**config.mk**
```make
export PLATFORM = sky130hd
export DESIGN_NAME = neighbourhood_scan_seq
export DESIGN_NICKNAME = d
export VERILOG_FILES = /design/src/rtl/nscan_pkg.sv /design/src/rtl/nscan_walk_decode.sv /design/src/rtl/nscan_step_ctr.sv /design/src/rtl/nscan_fsm.sv /design/src/rtl/neighbourhood_scan_seq.sv
export SDC_FILE = /design/constraint.sdc
export NUM_CORES = 1
export LEC_CHECK = 0
export BUFFER_PORTS_ARGS = -buffer_cell sky130_fd_sc_hd__buf_2
export CORE_MARGIN = 3
export CORE_UTILIZATION = 30
export DETAILED_ROUTE_END_ITERATION = 6
export MAX_ROUTING_LAYER = met4
export SLEW_MARGIN = 10
export SYNTH_ARGS = -nofsm -noshare
export SYNTH_HDL_FRONTEND = slang
export SYNTH_SLANG_ARGS = --single-unit
```
**constraint.sdc**
```tcl
create_clock -name clk -period 2 [get_ports clk]
set_clock_uncertainty 0.15 [all_clocks]
set_input_delay 0.1 -clock clk [delete_from_list [all_inputs] [get_ports clk]]
set_output_delay 0.1 -clock clk [all_outputs]
set_load 0.03 [all_outputs]
```
**src/rtl/nscan_pkg.sv**
```systemverilog
package nscan_pkg;

    typedef enum logic [2:0] {
        ST_IDLE, ST_SELF, ST_LOAD, ST_WALK, ST_EVAL, ST_DONE
    } seq_state_t;

    typedef enum logic [1:0] {
        MASK_SQ3 = 2'd0, MASK_SQ5 = 2'd1, MASK_CROSS = 2'd2, MASK_RSVD = 2'd3
    } mask_t;

    typedef enum logic [1:0] { DIR_N, DIR_E, DIR_S, DIR_W } dir_t;

    localparam int SLOTS_SQ3 = 9;
    localparam int SLOTS_SQ5 = 25;
    localparam int SLOT_W    = $clog2(SLOTS_SQ5);
    localparam int SPIRAL_SEGS = 10;

    // Outward spiral: segment s has length s/2+1 and heading s mod 4 (N,E,S,W).
    function automatic dir_t spiral_dir(input logic [SLOT_W-1:0] k);
        int   acc;
        int   len;
        dir_t d;
        acc = 1;
        d   = DIR_N;
        for (int s = 0; s < SPIRAL_SEGS; s++) begin
            len = s / 2 + 1;
            if (int'(k) >= acc && int'(k) < acc + len)
                d = dir_t'(s[1:0]);
            acc = acc + len;
        end
        return d;
    endfunction

endpackage

```
**src/rtl/nscan_walk_decode.sv**
```systemverilog
module nscan_walk_decode
    import nscan_pkg::*;
(
    input  logic              in_walk,
    input  logic [SLOT_W-1:0] slot,
    input  mask_t             mask,
    output logic [3:0]        shift_oh,
    output logic              count_en,
    output logic              last_slot
);

    logic is_big;
    assign is_big = (mask == MASK_SQ5);

    always_comb begin
        last_slot = is_big ? (slot == SLOT_W'(SLOTS_SQ5 - 1))
                           : (slot == SLOT_W'(SLOTS_SQ3 - 1));
        // Cross: corner positions of the 3x3 path sit on even slots above zero
        if (mask == MASK_CROSS)
            count_en = in_walk && (slot == '0 || slot[0]);
        else
            count_en = in_walk;
        shift_oh = '0;
        if (in_walk && slot != '0)
            shift_oh = 4'b0001 << spiral_dir(slot);
    end

endmodule

```
**src/rtl/nscan_step_ctr.sv**
```systemverilog
module nscan_step_ctr #(
    parameter int STEPS  = 512,
    parameter int STEP_W = $clog2(STEPS)
) (
    input  logic              clk,
    input  logic              rst_n,
    input  logic              advance,
    output logic [STEP_W-1:0] step_q,
    output logic              last_step
);

    assign last_step = (step_q == STEP_W'(STEPS - 1));

    always_ff @(posedge clk or negedge rst_n) begin
        if (!rst_n)
            step_q <= '0;
        else if (advance)
            step_q <= last_step ? '0 : step_q + 1'b1;
    end

endmodule

```
**src/rtl/nscan_fsm.sv**
```systemverilog
module nscan_fsm
    import nscan_pkg::*;
(
    input  logic              clk,
    input  logic              rst_n,
    input  logic              start,
    input  logic              last_slot,
    input  logic              last_step,
    output seq_state_t        state,
    output logic [SLOT_W-1:0] slot
);

    seq_state_t nxt;

    always_ff @(posedge clk or negedge rst_n) begin
        if (!rst_n) begin
            state <= ST_IDLE;
            slot  <= '0;
        end else begin
            state <= nxt;
            if (state == ST_LOAD)
                slot <= '0;
            else if (state == ST_WALK)
                slot <= slot + 1'b1;
        end
    end

    always_comb begin
        nxt = state;
        unique case (state)
            ST_IDLE: if (start) nxt = ST_SELF;
            ST_SELF: nxt = ST_LOAD;
            ST_LOAD: nxt = ST_WALK;
            ST_WALK: if (last_slot) nxt = ST_EVAL;
            ST_EVAL: nxt = last_step ? ST_DONE : ST_SELF;
            ST_DONE: nxt = ST_IDLE;
            default: nxt = ST_IDLE;
        endcase
    end

endmodule

```
**src/rtl/neighbourhood_scan_seq.sv**
```systemverilog
module neighbourhood_scan_seq
    import nscan_pkg::*;
#(
    parameter int STEPS  = 512,
    parameter int RANK_W = 5,
    localparam int STEP_W = $clog2(STEPS)
) (
    input  logic              clk,
    input  logic              rst_n,
    input  logic              start,
    input  logic [1:0]        mask_sel,
    input  logic [RANK_W-1:0] rank_in,
    output logic              self_stb,
    output logic              rank_ld,
    output logic              count_stb,
    output logic [3:0]        shift_stb,
    output logic              eval_stb,
    output logic [STEP_W-1:0] step_idx,
    output logic [RANK_W-1:0] rank_out,
    output logic              frame_done
);

    seq_state_t        state;
    logic [SLOT_W-1:0] slot;
    logic              last_slot;
    logic              last_step;
    logic              count_en;
    logic [3:0]        shift_oh;
    mask_t             mask_q;
    logic [RANK_W-1:0] rank_q;

    nscan_fsm u_fsm (
        .clk       (clk),
        .rst_n     (rst_n),
        .start     (start),
        .last_slot (last_slot),
        .last_step (last_step),
        .state     (state),
        .slot      (slot)
    );

    nscan_walk_decode u_walk (
        .in_walk   (state == ST_WALK),
        .slot      (slot),
        .mask      (mask_q),
        .shift_oh  (shift_oh),
        .count_en  (count_en),
        .last_slot (last_slot)
    );

    nscan_step_ctr #(.STEPS(STEPS), .STEP_W(STEP_W)) u_step (
        .clk       (clk),
        .rst_n     (rst_n),
        .advance   (state == ST_EVAL),
        .step_q    (step_idx),
        .last_step (last_step)
    );

    // Mask shape fixed per frame; rank captured at the edge entering rank-load
    always_ff @(posedge clk or negedge rst_n) begin
        if (!rst_n) begin
            mask_q <= MASK_SQ3;
            rank_q <= '0;
        end else begin
            if (state == ST_IDLE && start)
                mask_q <= mask_t'(mask_sel);
            if (state == ST_SELF)
                rank_q <= rank_in;
        end
    end

    assign rank_out = rank_q;

    always_comb begin
        self_stb   = 1'b0;
        rank_ld    = 1'b0;
        count_stb  = 1'b0;
        shift_stb  = '0;
        eval_stb   = 1'b0;
        frame_done = 1'b0;
        unique case (state)
            ST_IDLE: ;
            ST_SELF: self_stb = 1'b1;
            ST_LOAD: rank_ld  = 1'b1;
            ST_WALK: begin
                count_stb = count_en;
                shift_stb = shift_oh;
            end
            ST_EVAL: eval_stb   = 1'b1;
            ST_DONE: frame_done = 1'b1;
            default: ;
        endcase
    end

endmodule

```
# == Yosys cells after proc, flatten, opt, wreduce, memory -nomap -nowiden ==
# Index checks and enable logic that the tools add are counted.
# word_totals
regBits,24
output_inout_bits,23
# op_classes
n_reduce_logical,18
n_shift,1
mux,26
order_cmp,18
n_addsub,2
eq_ne,12
# ops
operator,count
$lt A5 B5 Y1 const B,4
$mux W2,9
$ge A5 B5 Y1 const B,3
$pmux W3 S5,1
$logic_and A1 B1 Y1,12
$ge A5 B2 Y1 const B,2
$ge A5 B3 Y1 const B,2
$ge A5 B4 Y1 const B,2
$lt A5 B3 Y1 const B,2
$lt A5 B4 Y1 const B,2
$mux W5,2
$add A9 B1 Y9 const B,1
$eq A9 B9 Y1 const B,1
$mux W3,3
$mux W9,1
$mux W1,8
$mux W4,2
$eq A3 B2 Y1 const B,2
$eq A3 B3 Y1 const B,2
$add A5 B1 Y5 const B,1
$eq A5 B4 Y1 const B,1
$eq A5 B5 Y1 const B,1
$logic_not A5 Y1,1
$lt A5 B2 Y1 const B,1
other kinds (10),11

# == Longest topological paths before layout ==
# depth
word_depth,15
ltp_mapped,8
mapped_depth_nobuf,7

# == Hierarchy ==
# A second synthesis with hierarchy kept.
# unflattened
cells_unflattened,153
area_unflattened_um2,1488.9
# modules_own_cells
module,seq_area_each_um2,area_per_inst_um2,n_inst,cells_each
nscan_step_ctr,225.2,486.7,1,48
nscan_fsm,200.2,395.4,1,40
neighbourhood_scan_seq,175.2,351.6,1,25
nscan_walk_decode,0.0,255.2,1,40

# == Least setup slack after synthesis ==
# OpenSTA, ideal clock, no wires.
# synth_path
path_kind,register to output
from,reg u_fsm.slot[1]
to,out shift_stb[0]
stages_incl_launch_ff,9
arrival_time_ns,2.272
path_buffers,1
setup_slack_ns,-0.522
cell_sequence,dfrtp_1 -> buf_6 -> inv_1 -> ha_1 -> or3_4 -> and4_4 -> o22ai_2 -> a21oi_2 -> nor3_1
# synth_between
elab_chain_len,15
# synth_lines
element,line_no,source
start: declaration,nscan_fsm.sv:10,output logic [SLOT_W-1:0] slot
start signal: assignment,nscan_fsm.sv:24,slot <= slot + 1'b1;
$ge A5 B2 Y1 or $lt A5 B2 Y1 (tied branches),nscan_pkg.sv:27,if (int'(k) >= acc && int'(k) < acc + len)
$logic_and A1 B1 Y1,nscan_pkg.sv:27,
$mux W1,nscan_pkg.sv:27,
$mux W2 (8 in series),nscan_pkg.sv:27,
$mux W2,nscan_walk_decode.sv:24,if (in_walk && slot != '0)
$shl A1 B2 Y4,nscan_walk_decode.sv:25,shift_oh = 4'b0001 << spiral_dir(slot);
$mux W4 (*),nscan_walk_decode.sv:24,
$mux W4 (*),neighbourhood_scan_seq.sv:81,unique case (state)
end: declaration,neighbourhood_scan_seq.sv:16,"output logic [3:0] shift_stb,"
# Every way passes the cells marked *; elsewhere a longest branch is shown, timed or not. The select of a mux whose other input is x is not followed.

# == Worst setup path in the final report ==
# layout_path
from,reg u_fsm.slot[0]
to,out shift_stb[0]
# Same word-level chain as after synthesis.

==> results_dict.tcl <==
set metrics [dict create \
    placed_area_sq_um 1980 \
    ir_worst_vdd_uv 690 \
    grtUsageMet3_pct 2.20 \
    grt_util_met1_pct 17.5 \
    rsz0062_at_grt "yes" \
    timing.critical_path.from "u_fsm.slot[0]" \
    critPathMaxStageDelay_ns 0.46 \
    grtUsageMet2_pct 22.2 \
    synth_edf_count 0 \
    worstPathArrival_ns 2.15 \
    nNetsFinal 246 \
    cts-buffers-inserted 3 \
    num_antenna_cells 0 \
    grt_pass1_vias 1401 \
    fin_crit_ns 2.40 \
    final_area_sq_um 2250 \
    grt_remaining_overflow 0 \
    die_w_um 77.7 \
    path_class "reg2out" \
    ys_seq_area_share_pct 38.9 \
    dieArea_sq_um 6040 \
    antenna_left 0 \
    ys_ff_latch 24 \
    clock_latency_ns 0.26 \
    drt_iter0_drc 72 \
    mostFrequentLayoutCells "buf_2 (27), buf_4 (27), nand2_1 (18)" \
    track_usage_pct 13.5 \
    startpoint_type "register" \
    wl_mm 3.75 \
    timing.rr.start "u_step.step_q[0]" \
    yosysWarnings 0 \
    wire_per_inst_um 12.7 \
    min_path_type "in2reg" \
    synthCells 165 \
    worst_pin_slew_ns 0.554 \
    reg2reg_slack_ns 0.13 \
    antenna_found_initial 0 \
    violations "negative setup slack" \
    relSlewSlack_pct 63.0 \
    synth_nets 181 \
    grt_most_used_layer "met2" \
    clock-sinks 24 \
    required_ns 1.75 \
    seqCellArea_sq_um 609 \
    synth_cell_types 44 \
    fin_crit_sh_pct 120 \
    dr.pass1.iters 4 \
    drive_above_1_share_pct 48.0 \
    routabilityCongestion 0.882 \
    synthArstFlopShare_pct 100 \
    avgSynthCellArea_sq_um 9.36 \
    outcome "finished, violations left" \
    max_freq_ghz 0.417 \
    via_count 1433 \
    drv_slew 0 \
    path_cells "ha_4 -> or3_4 -> and4_4 -> o22ai_4 -> a21oi_4 -> buf_4 -> nor3_4 -> buf_6" \
    critPathBufInv 2 \
    grt_first_pass_wirelength_mm 6.53 \
    synth-main-ff-cell "dfrtp_1" \
    numPortBuffers 32 \
    endpoint_kind "primary output" \
    clk_pin_slew_ns 0.08 \
    viasPerCell 4.84 \
    final-setup-viol-count 5 \
    r2r_end "u_step.step_q[6]" \
    cap_viol_max_count 0 \
    endpoint "shift_stb[0]" \
    start_util_pct 31.8 \
    grt_max_degree 25 \
    clock_tree.root_cell "clkbuf_8" \
    io_pins 33 \
    cellLeakagePower_uw 0.00103 \
    drc_errors 0 \
    fin_ws_ns -0.397 \
    power.total_uw 3940 \
    rows 25 \
    cts_tree "built" \
    hold_violations 0 \
    cp_slowest_cell "dfrtp_2" \
    cp_top_family "simple AND/OR/NAND/NOR gates" \
    die_h_um 77.7 \
    area_growth_pct 45.6 \
    critPathMaxFanout 4 \
    cts_buffer_depth 2 \
    core_area_sq_um 4850 \
    power_per_cell_area_nw_per_um2 1750 \
    nFillCells 462 \
    hpwl_mm 2.77 \
    crit_cells 8 \
    reg2reg_depth 7 \
    htreeDepth 1 \
    multiInputGateArea_sq_um 971 \
    synth.cell_area_sq_um 1540 \
]
-- registers in the layout, summed over array words and instances, names as in the netlist --
name / cells
mask_q: 2
rank_out: 5
u_fsm.state: 3
u_fsm.slot: 5
u_step.step_q: 9
-- worst reg2reg max path, cell delays in order (launching register included) --
cell and delay, ns:
dfrtp_2 0.45, ha_4 0.19, and3_1 0.18, and3_1 0.18, ha_2 0.19, or2_1 0.26
nor2_1 0.09, a22o_1 0.12
-- cell families after synthesis --
logic type | Yosys count | synth area share, %
buf+inv | 15 | 7.37
fa+ha+maj | 7 | 5.59
flops | 24 | 38.9
xor+xnor | 4 | 2.27
simple gates | 66 | 22.5
compound gates | 41 | 17.6
mux | 8 | 5.75
-- what timing repair did --
action,in CTS,in global routing
gates cloned,0,0
endpoints found under the setup margin,5,6
pin swaps,10,5
gates resized for setup,18,7
setup buffers,3,3
hold endpoints to repair,31,0
hold buffers,8,0
-- area by class of cell --
cell class | count | share of cell area, %
Inverter | 5 | 0.946
Timing Repair Buffer | 70 | 22.6
Tap cell | 67 | 3.73
Multi-Input combinational cell | 126 | 43.2
Clock buffer | 4 | 2.45
Sequential cell | 24 | 27.1
-- power breakdown --
part	internal, uW	total [uW]	switching, uW
combinational	1350	2820	1470
sequential	643	790	147
clock	176	327	151
total	2170	3940	1770
-- stage by stage --
step	hold WS (ns)	setup TNS (ns)	util [%]	setup slack, ns	instances
4_1_cts	0.0297	-1.43	45.5	-0.378	293
5_1_grt	0.0370	-1.94	46.4	-0.469	296
3_5_place_dp	-0.0282	-0.616	40.9	-0.203	278
2_1_floorplan	-0.346	-0.222	-	-0.0859	165
6_report	0.0276	-1.54	46.4	-0.397	296
3_3_place_gp	-0.0290	-0.495	40.9	-0.165	278
-- worst min path at each step --
stage | depth (start not counted) | start | slack (ns) | to
global placement | 1 | rst_n | -0.03 | mask_q[0]
detailed placement | 1 | rst_n | -0.03 | u_fsm.slot[1]
global route | 3 | start | 0.04 | u_fsm.state[0]
floorplan | 0 | rst_n | -0.35 | mask_q[0]
CTS | 3 | start | 0.03 | u_fsm.state[0]
finish | 3 | start | 0.03 | u_fsm.state[0]
-- cell usage after synthesis, types with 3 or more instances --
master / count / area [sq um]
nor3_1: 3 / 15.0
a21oi_2: 3 / 26.3
mux2_2: 7 / 78.8
inv_1: 4 / 15.0
dfrtp_1: 24 / 601
o21ai_0: 16 / 80.1
ha_1: 6 / 75.1
nand2_1: 19 / 71.3
nand3_1: 8 / 40.0
buf_6: 5 / 56.3
nor2_1: 14 / 52.6
and3_1: 5 / 31.3
a21oi_1: 7 / 35.0
nand2b_1: 4 / 25.0
-- metal layers --
| layer | wire length (um) | share of wire [%] |
|---|---|---|
| met2 | 1870 | 50 |
| met3 | 114 | 3.0 |
| met1 | 1730 | 46 |
| met5 | 0 | 0 |
| met4 | 34 | 0.91 |
No activity file was read; power rests on OpenSTA's default activity.
